===== src/rtl/susp_clk_pkg.sv =====
package susp_clk_pkg;
    localparam int CFG_W    = 16;
    localparam int DIV_W    = 4;
    localparam int DIV_LSB  = 8;
    localparam int RUN_BIT  = 12;
    localparam int LAZY_BIT = 13;
    localparam int DEF_DIV  = 3;

    typedef enum logic [1:0] {
        SRC_DIV  = 2'd0,
        SRC_LAZY = 2'd1,
        SRC_OFF  = 2'd2
    } src_e;
endpackage


===== src/rtl/sck_cfg_reg.sv =====
module sck_cfg_reg
    import susp_clk_pkg::*;
#(
    parameter int W      = CFG_W,
    parameter int DW     = DIV_W,
    parameter int DEFDIV = DEF_DIV
) (
    input  logic          clk,
    input  logic          rst_n,
    input  logic          wr_i,
    input  logic [W-1:0]  wdata_i,
    output logic [W-1:0]  rdata_o,
    output logic [DW-1:0] div_o,
    output logic          run_o,
    output logic          lazy_off_o
);
    typedef struct packed {
        logic [DW-1:0] div;
        logic          run;
        logic          lazy_off;
    } cfg_t;

    cfg_t d, q;

    always_comb begin
        d = q;
        if (wr_i) begin
            d.div      = wdata_i[DIV_LSB +: DW];
            d.run      = wdata_i[RUN_BIT];
            d.lazy_off = wdata_i[LAZY_BIT];
        end
    end

    always_ff @(posedge clk or negedge rst_n) begin
        if (!rst_n) begin
            q.div      <= DW'(DEFDIV);
            q.run      <= 1'b0;
            q.lazy_off <= 1'b1;
        end else begin
            q <= d;
        end
    end

    always_comb begin
        rdata_o                  = '0;
        rdata_o[DIV_LSB +: DW]   = q.div;
        rdata_o[RUN_BIT]         = q.run;
        rdata_o[LAZY_BIT]        = q.lazy_off;
    end

    assign div_o      = q.div;
    assign run_o      = q.run;
    assign lazy_off_o = q.lazy_off;

    assert_wr_update_R3: assert property (@(posedge clk) disable iff (!rst_n)
        wr_i |=> (rdata_o[DIV_LSB +: DW] == $past(wdata_i[DIV_LSB +: DW]))
                 && (rdata_o[LAZY_BIT] == $past(wdata_i[LAZY_BIT])));
endmodule


===== src/rtl/sck_divider.sv =====
module sck_divider
    import susp_clk_pkg::*;
#(
    parameter int DW     = DIV_W,
    parameter int DEFDIV = DEF_DIV
) (
    input  logic          clk,
    input  logic          rst_n,
    input  logic [DW-1:0] div_i,
    output logic          hi_d_o,
    output logic          lo_d_o,
    output logic          wrap_o
);
    localparam int HW = DW + 2;

    typedef struct packed {
        logic [DW-1:0] cnt;
        logic [DW-1:0] n;
    } div_t;

    div_t d, q;
    logic [HW-1:0] half_pos, half_len;

    always_comb begin
        d      = q;
        wrap_o = (q.cnt == q.n);
        if (wrap_o) begin
            d.cnt = '0;
            d.n   = div_i;
        end else begin
            d.cnt = q.cnt + 1'b1;
        end
        half_pos = {1'b0, d.cnt, 1'b0};
        half_len = HW'(d.n) + HW'(1);
        hi_d_o   = (half_pos < half_len);
        lo_d_o   = ((half_pos + HW'(1)) < half_len);
    end

    always_ff @(posedge clk or negedge rst_n) begin
        if (!rst_n) begin
            q.cnt <= DW'(DEFDIV);
            q.n   <= DW'(DEFDIV);
        end else begin
            q <= d;
        end
    end

    assert_cnt_range_R1: assert property (@(posedge clk) disable iff (!rst_n)
        q.cnt <= q.n);

    assert_div_hold_R4: assert property (@(posedge clk) disable iff (!rst_n)
        !wrap_o |=> $stable(q.n));
endmodule


===== src/rtl/sck_susp_timer.sv =====
module sck_susp_timer #(
    parameter int DELAY = 96000
) (
    input  logic clk,
    input  logic rst_n,
    input  logic req_i,
    input  logic bus_rst_i,
    input  logic run_i,
    output logic susp_o,
    output logic en_o
);
    localparam int CW = $clog2(DELAY + 1);

    typedef struct packed {
        logic [CW-1:0] cnt;
        logic          susp;
        logic          en;
    } tmr_t;

    tmr_t d, q;

    always_comb begin
        d = q;
        if (bus_rst_i || !req_i) begin
            d.cnt  = '0;
            d.susp = 1'b0;
        end else if (!q.susp) begin
            if (q.cnt == CW'(DELAY - 1)) d.susp = 1'b1;
            else                         d.cnt  = q.cnt + 1'b1;
        end
        d.en = !(d.susp && !run_i);
    end

    always_ff @(posedge clk or negedge rst_n) begin
        if (!rst_n) begin
            q.cnt  <= '0;
            q.susp <= 1'b0;
            q.en   <= 1'b1;
        end else begin
            q <= d;
        end
    end

    assign susp_o = q.susp;
    assign en_o   = q.en;

    assert_cancel_R5: assert property (@(posedge clk) disable iff (!rst_n)
        (!req_i || bus_rst_i) |=> !susp_o);

    assert_rise_R5: assert property (@(posedge clk) disable iff (!rst_n)
        $rose(susp_o) |-> ($past(q.cnt) == CW'(DELAY - 1)));

    assert_clken_R8: assert property (@(posedge clk) disable iff (!rst_n)
        !susp_o |-> en_o);
endmodule


===== src/rtl/sck_outsel.sv =====
module sck_outsel
    import susp_clk_pkg::*;
#(
    parameter int LAZY_HALF = 240
) (
    input  logic clk,
    input  logic rst_n,
    input  logic div_hi_i,
    input  logic div_lo_i,
    input  logic div_wrap_i,
    input  logic susp_i,
    input  logic lazy_off_i,
    output logic hi_o,
    output logic lo_o
);
    localparam int LW = $clog2(LAZY_HALF + 1);

    typedef struct packed {
        logic [LW-1:0] lcnt;
        logic          lvl;
        src_e          src;
        logic          hi;
        logic          lo;
    } sel_t;

    sel_t d, q;
    src_e tgt;
    logic swap_ok;

    always_comb begin
        d = q;
        if (q.lcnt == LW'(LAZY_HALF - 1)) begin
            d.lcnt = '0;
            d.lvl  = !q.lvl;
        end else begin
            d.lcnt = q.lcnt + 1'b1;
        end

        if (!susp_i)         tgt = SRC_DIV;
        else if (lazy_off_i) tgt = SRC_OFF;
        else                 tgt = SRC_LAZY;

        swap_ok = div_wrap_i && !q.lvl && !d.lvl;
        if (swap_ok) d.src = tgt;

        unique case (d.src)
            SRC_DIV: begin
                d.hi = div_hi_i;
                d.lo = div_lo_i;
            end
            SRC_LAZY: begin
                d.hi = d.lvl;
                d.lo = d.lvl;
            end
            default: begin
                d.hi = 1'b0;
                d.lo = 1'b0;
            end
        endcase
    end

    always_ff @(posedge clk or negedge rst_n) begin
        if (!rst_n) begin
            q.lcnt <= '0;
            q.lvl  <= 1'b0;
            q.src  <= SRC_DIV;
            q.hi   <= 1'b0;
            q.lo   <= 1'b0;
        end else begin
            q <= d;
        end
    end

    assign hi_o = q.hi;
    assign lo_o = q.lo;

    assert_switch_low_R11: assert property (@(posedge clk) disable iff (!rst_n)
        (d.src != q.src) |-> (!q.lo && !q.lvl));

    assert_off_low_R7: assert property (@(posedge clk) disable iff (!rst_n)
        (q.src == SRC_OFF) |-> (!q.hi && !q.lo));
endmodule


===== src/rtl/susp_clkout.sv =====
module susp_clkout
    import susp_clk_pkg::*;
#(
    parameter int W          = CFG_W,
    parameter int DW         = DIV_W,
    parameter int DEFDIV     = DEF_DIV,
    parameter int SUSP_DELAY = 96000,
    parameter int LAZY_HALF  = 240
) (
    input  logic         ref_clk,
    input  logic         rst_n,
    input  logic         bus_rst,
    input  logic         susp_req,
    input  logic         cfg_wr,
    input  logic [W-1:0] cfg_wdata,
    output logic [W-1:0] cfg_rdata,
    output logic         clk_out,
    output logic         clk_en,
    output logic         suspended
);
    logic [DW-1:0] div_n;
    logic          run_on, lazy_off;
    logic          dhi, dlo, dwrap;
    logic          ohi, olo;

    sck_cfg_reg #(.W(W), .DW(DW), .DEFDIV(DEFDIV)) u_cfg (
        .clk(ref_clk), .rst_n(rst_n), .wr_i(cfg_wr), .wdata_i(cfg_wdata),
        .rdata_o(cfg_rdata), .div_o(div_n), .run_o(run_on), .lazy_off_o(lazy_off)
    );

    sck_divider #(.DW(DW), .DEFDIV(DEFDIV)) u_div (
        .clk(ref_clk), .rst_n(rst_n), .div_i(div_n),
        .hi_d_o(dhi), .lo_d_o(dlo), .wrap_o(dwrap)
    );

    sck_susp_timer #(.DELAY(SUSP_DELAY)) u_tmr (
        .clk(ref_clk), .rst_n(rst_n), .req_i(susp_req), .bus_rst_i(bus_rst),
        .run_i(run_on), .susp_o(suspended), .en_o(clk_en)
    );

    sck_outsel #(.LAZY_HALF(LAZY_HALF)) u_sel (
        .clk(ref_clk), .rst_n(rst_n), .div_hi_i(dhi), .div_lo_i(dlo),
        .div_wrap_i(dwrap), .susp_i(suspended), .lazy_off_i(lazy_off),
        .hi_o(ohi), .lo_o(olo)
    );

    always_comb clk_out = ref_clk ? ohi : olo;
endmodule


===== config.mk =====
export PLATFORM = sky130hd
export DESIGN_NAME = susp_clkout
export DESIGN_NICKNAME = d
export VERILOG_FILES = /design/src/rtl/susp_clk_pkg.sv /design/src/rtl/sck_cfg_reg.sv /design/src/rtl/sck_divider.sv /design/src/rtl/sck_susp_timer.sv /design/src/rtl/sck_outsel.sv /design/src/rtl/susp_clkout.sv
export SDC_FILE = /design/constraint.sdc
export NUM_CORES = 1
export LEC_CHECK = 0
export BUFFER_PORTS_ARGS = -buffer_cell sky130_fd_sc_hd__clkbuf_2
export CELL_PAD_IN_SITES_DETAIL_PLACEMENT = 0
export CELL_PAD_IN_SITES_GLOBAL_PLACEMENT = 1
export CORE_MARGIN = 2
export CORE_UTILIZATION = 41
export CTS_BUF_LIST = sky130_fd_sc_hd__clkbuf_4 sky130_fd_sc_hd__clkbuf_8
export CTS_CLUSTER_DIAMETER = 120
export CTS_CLUSTER_SIZE = 16
export DETAILED_ROUTE_END_ITERATION = 7
export GPL_TIMING_DRIVEN = 0
export PLACE_DENSITY_LB_ADDON = 0.3
export SKIP_LAST_GASP = 1
export SYNTH_ARGS = -nofsm -noshare
export SYNTH_HDL_FRONTEND = slang
export SYNTH_SLANG_ARGS = --single-unit

===== constraint.sdc =====
create_clock -name ref_clk -period 3.2 [get_ports ref_clk]
set_input_delay 0.16 -clock ref_clk [delete_from_list [all_inputs] [get_ports ref_clk]]
set_output_delay 0.16 -clock ref_clk [all_outputs]
set_load 0.01 [all_outputs]

Word-level counts from Yosys, hierarchy flattened
Index checks and enable logic that the tools add are counted.
Word-level totals
  register bits after elaboration: 46
  output and inout bits: 19
  logic and storage cells: 50
Cells by class
  add/subtract/negate cells: 5
  magnitude comparators: 2
  equal/unequal tests: 6
  mux-type cells: 13
  reductions and logical operators: 11
Operators with widths (number)
  $mux W18: 2
  $add A17 B1 Y17 const B: 1
  $eq A17 B17 Y1 const B: 1
  $mux W17: 1
  $add A8 B1 Y8 const B: 1
  $eq A8 B8 Y1 const B: 1
  $mux W4: 2
  $mux W8: 1
  $add A5 B1 Y6 const B: 1
  $lt A5 B6 Y1: 1
  $lt A6 B6 Y1: 1
  $mux W2: 3
  $add A4 B1 Y5 const B: 1
  $logic_not A1 Y1: 5
  $add A4 B1 Y4 const B: 1
  $eq A4 B4 Y1: 1
  $pmux W2 S2: 1
  $logic_and A1 B1 Y1: 3
  $mux W1: 3
  $eq A2 B1 Y1 const B: 1
  $logic_not A2 Y1: 1
  $ne A2 B1 Y1 const B: 1
  $ne A2 B2 Y1 const B: 1
  $reduce_and A2 Y1: 1
  $logic_or A1 B1 Y1: 1

Logic depth before layout (Yosys ltp)
  depth after elaboration: 7
  gate-level depth with buffers: 12
  mapped depth without buffers: 11

Cells and area by module
From an unflattened synthesis, not the netlist that was laid out.
Unflattened totals
  cells, all modules: 241
  area total of the unflattened synthesis: 2628.8 µm²
By module, submodules not included
  sck_susp_timer: times used 1, cells each 99, area each 1003.5 µm², sequential area each 476.7 µm²
  sck_outsel: times used 1, cells each 58, area each 651.9 µm², sequential area each 325.3 µm²
  sck_divider: times used 1, cells each 53, area each 579.3 µm², sequential area each 205.2 µm²
  sck_cfg_reg: times used 1, cells each 30, area each 379.1 µm², sequential area each 153.9 µm²
  susp_clkout: times used 1, cells each 1, area each 15.0 µm², sequential area each 0.0 µm²

==> out/metrics.cfg <==
[status]
status=finished with violations
violations=negative hold slack

[routing]
drt_iter0_markers=39
remaining_drc_errors=0
drt_wl_total_mm=4.35
via_per_inst=4.81
dr.pass1.iters=4
wl_per_cell_um=12.6
vias=1660
ant_nets=0

[worst_setup_path]
critPathMaxFanout=10
path_class=flip-flop to flip-flop
startpoint_type=flip-flop
crit_arrival_ns=3.29
required_ns=3.49
cp-end-kind=flip-flop

[final_layout]
nets=300
final_cell_mix=dfrtp_1 (38), nor2_1 (28), clkbuf_2 (19), xnor2_1 (15), nand2_1 (15)
areaGrowthSynthToFinish_pct=18.2
antenna_cells=0
final-instance-count-excl-fill=345
final_common_cell=dfrtp_1
layout-drive-gt1-share=0.245

[synth]
synth-seq-area-share=0.484
yosys_warnings=0
yosysTopAreaCell=dfrtp_1
dominantRegCellSynth=dfrtp_1
avgSynthCellArea_um2=10.5
async_reset_ff_frac=1.00
netlist_area_um2=2400
synth_area_leaders=dfrtp_1 (40%), dfstp_2 (8.8%), mux2_2 (5.6%)
synth_enable_flop_cells=0
synthCells=228
yosysUniqueCellTypes=40
synth.top_cell.area_share=0.396
synth.ff_latch_count=46

[die]
die_h_um=80.5
die-area_um2=6480
start_util=0.431
ios=40
coreArea_um2=5570
die_x_um=80.5
rows=27

[timing]
finalSetupTns_ns=0
fin_crit_sh=0.938
rsz0062_at_grt=no
worstMarginPinSlew_ns=1.13
hold_violations=38
slew-limit-headroom=0.246
holdWs_ns=-0.0332
max_freq_mhz=333
finalMaxSlewViolations=0
post-route-min-period_ns=3.00
skew_ns=0.00495
setup_viol_count_final=0

[placed_design]
gp_congestion=0.749
place.port_buffers=18
placed_cells=327
hpwl_mm=3.02

[global_route]
antenna_found_initial=0
first_global_vias=1600
grt.total_usage=0.150
grt_max_degree=47
grt_overflow=0
grt_pass1_wl_mm=7.31

[clock_network]
path_clk_slew_ns=0.08
cts_tree=done
insertion_delay_ns=0.40

[job]
maxCapViolCount=0

[power]
ir_drop_v=0.000462
power_density_nw_per_um2=743
p_leak_nw=1.27

[min_path]
hold_path.class=input pin to async pin

per-layer routing:
layer  part of all wire  global-route usage  vias to the layer above  wire [um]
met2               0.49               0.233                       20       2130
met5                  0                   0                        -          0
met1               0.47               0.194                      782       2030
met4              0.013              0.0508                        0         57
met3              0.031              0.0539                        7        133
li1                   -                   -                      851          -
path summary, 6_finish.rpt:
check / cells after the start / end / slack, ns / start
worst max-delay path: 12 / u_sel.hi_o / 0.20 / u_div.q[3]
worst min-delay path: 1 / u_sel.q[11] / -0.03 / rst_n
worst max register to register: 12 / u_sel.hi_o / 0.20 / u_div.q[3]
worst min register to register: 1 / u_sel.q[5] / 0.45 / u_sel.q[5]
max in group asynchronous: 1 / u_tmr.q[9] / 2.55 / rst_n
min in group ref_clk: 2 / u_cfg.div_o[1] / 0.23 / cfg_wr
critical path, cell delays in order (launching register included):
cell and delay (ns):
dfrtp_1 0.43, xor2_1 0.20, nor4_4 0.29, clkbuf_2 0.26, mux2_2 0.38, ha_1 0.23
xnor2_1 0.19, ha_1 0.17, a21o_1 0.10, a21o_1 0.13, nor2_1 0.05, mux2_4 0.28
a21o_1 0.18
logic make-up (layout without fill, tap and decap cells):
| kind of cell | after synthesis | after routing | share of synthesized area |
|---|---|---|---|
| simple gates | 88 | 88 | 0.194 |
| flops | 46 | 46 | 0.484 |
| xor+xnor | 27 | 27 | 0.0985 |
| compound gates | 25 | 25 | 0.0683 |
| buf+inv | 20 | 56 | 0.0501 |
| mux | 14 | 14 | 0.0667 |
| fa+ha+maj | 7 | 7 | 0.0365 |
| other cells | 1 | 10 | 0.00156 |
final cells by class:
class / count / area (um^2)
repair buffers: 24 / 153
flip-flops and latches: 46 / 1160
fillers: 545 / 2740
clock inverters: 1 / 30.0
inverters: 2 / 7.51
clock buffers: 11 / 130
multi-input cells: 171 / 1150
well taps: 72 / 90.1
plain buffers: 18 / 114
flip-flops by register name, indices dropped and copies added (netlist names):
name,cells
u_sel.lo_o,1
u_div.q,8
u_sel.hi_o,1
u_tmr.en_o,1
u_tmr.susp_o,1
u_cfg.lazy_off_o,1
u_cfg.div_o,4
u_cfg.run_o,1
u_tmr.q,17
u_sel.q,11
power breakdown:
| group | switching, mW | internal, mW |
|---|---|---|
| Combinational | 0.369 | 0.392 |
| Clock | 0.219 | 0.352 |
| Sequential | 0.0839 | 0.693 |
| Total | 0.671 | 1.44 |
timing repair:
item	CTS	global route
setup buffers	1	0
hold endpoints to repair	5	1
gates resized for setup	1	0
endpoints found under the setup margin	2	0
hold buffers	5	1
through the flow:
stage | instance area (um^2) | hold WS [ns] | util | setup WS [ns] | total power [mW]
floorplan | 2430 | -0.136 | - | 0.180 | 1.40
global placement | 2610 | 0.395 | 0.469 | -0.162 | 1.54
detailed placement | 2610 | 0.397 | 0.469 | -0.199 | 1.56
CTS | 2830 | 0.00509 | 0.507 | 0.158 | 2.14
global route | 2840 | 0.0756 | 0.509 | 0.00613 | 2.25
finish | 2840 | -0.0332 | 0.509 | 0.197 | 2.11
synth_stat cells (all sizes together), types with 2 or more instances:
master and n:
a211oi 4, nor2 28, nor4 3, and3 5
or3 3, nand2b 3, xnor2 15, xor2 12
inv 2, a21oi 3, and3b 2, ha 7
mux2 13, nand3 13, buf 12, nand3b 2
nand4 2, clkbuf 6, nor2b 2, dfrtp 38
o21ai 8, nand2 15, dfstp 8, a21o 5
nor3 5
Power figures use the tool's default switching activity.
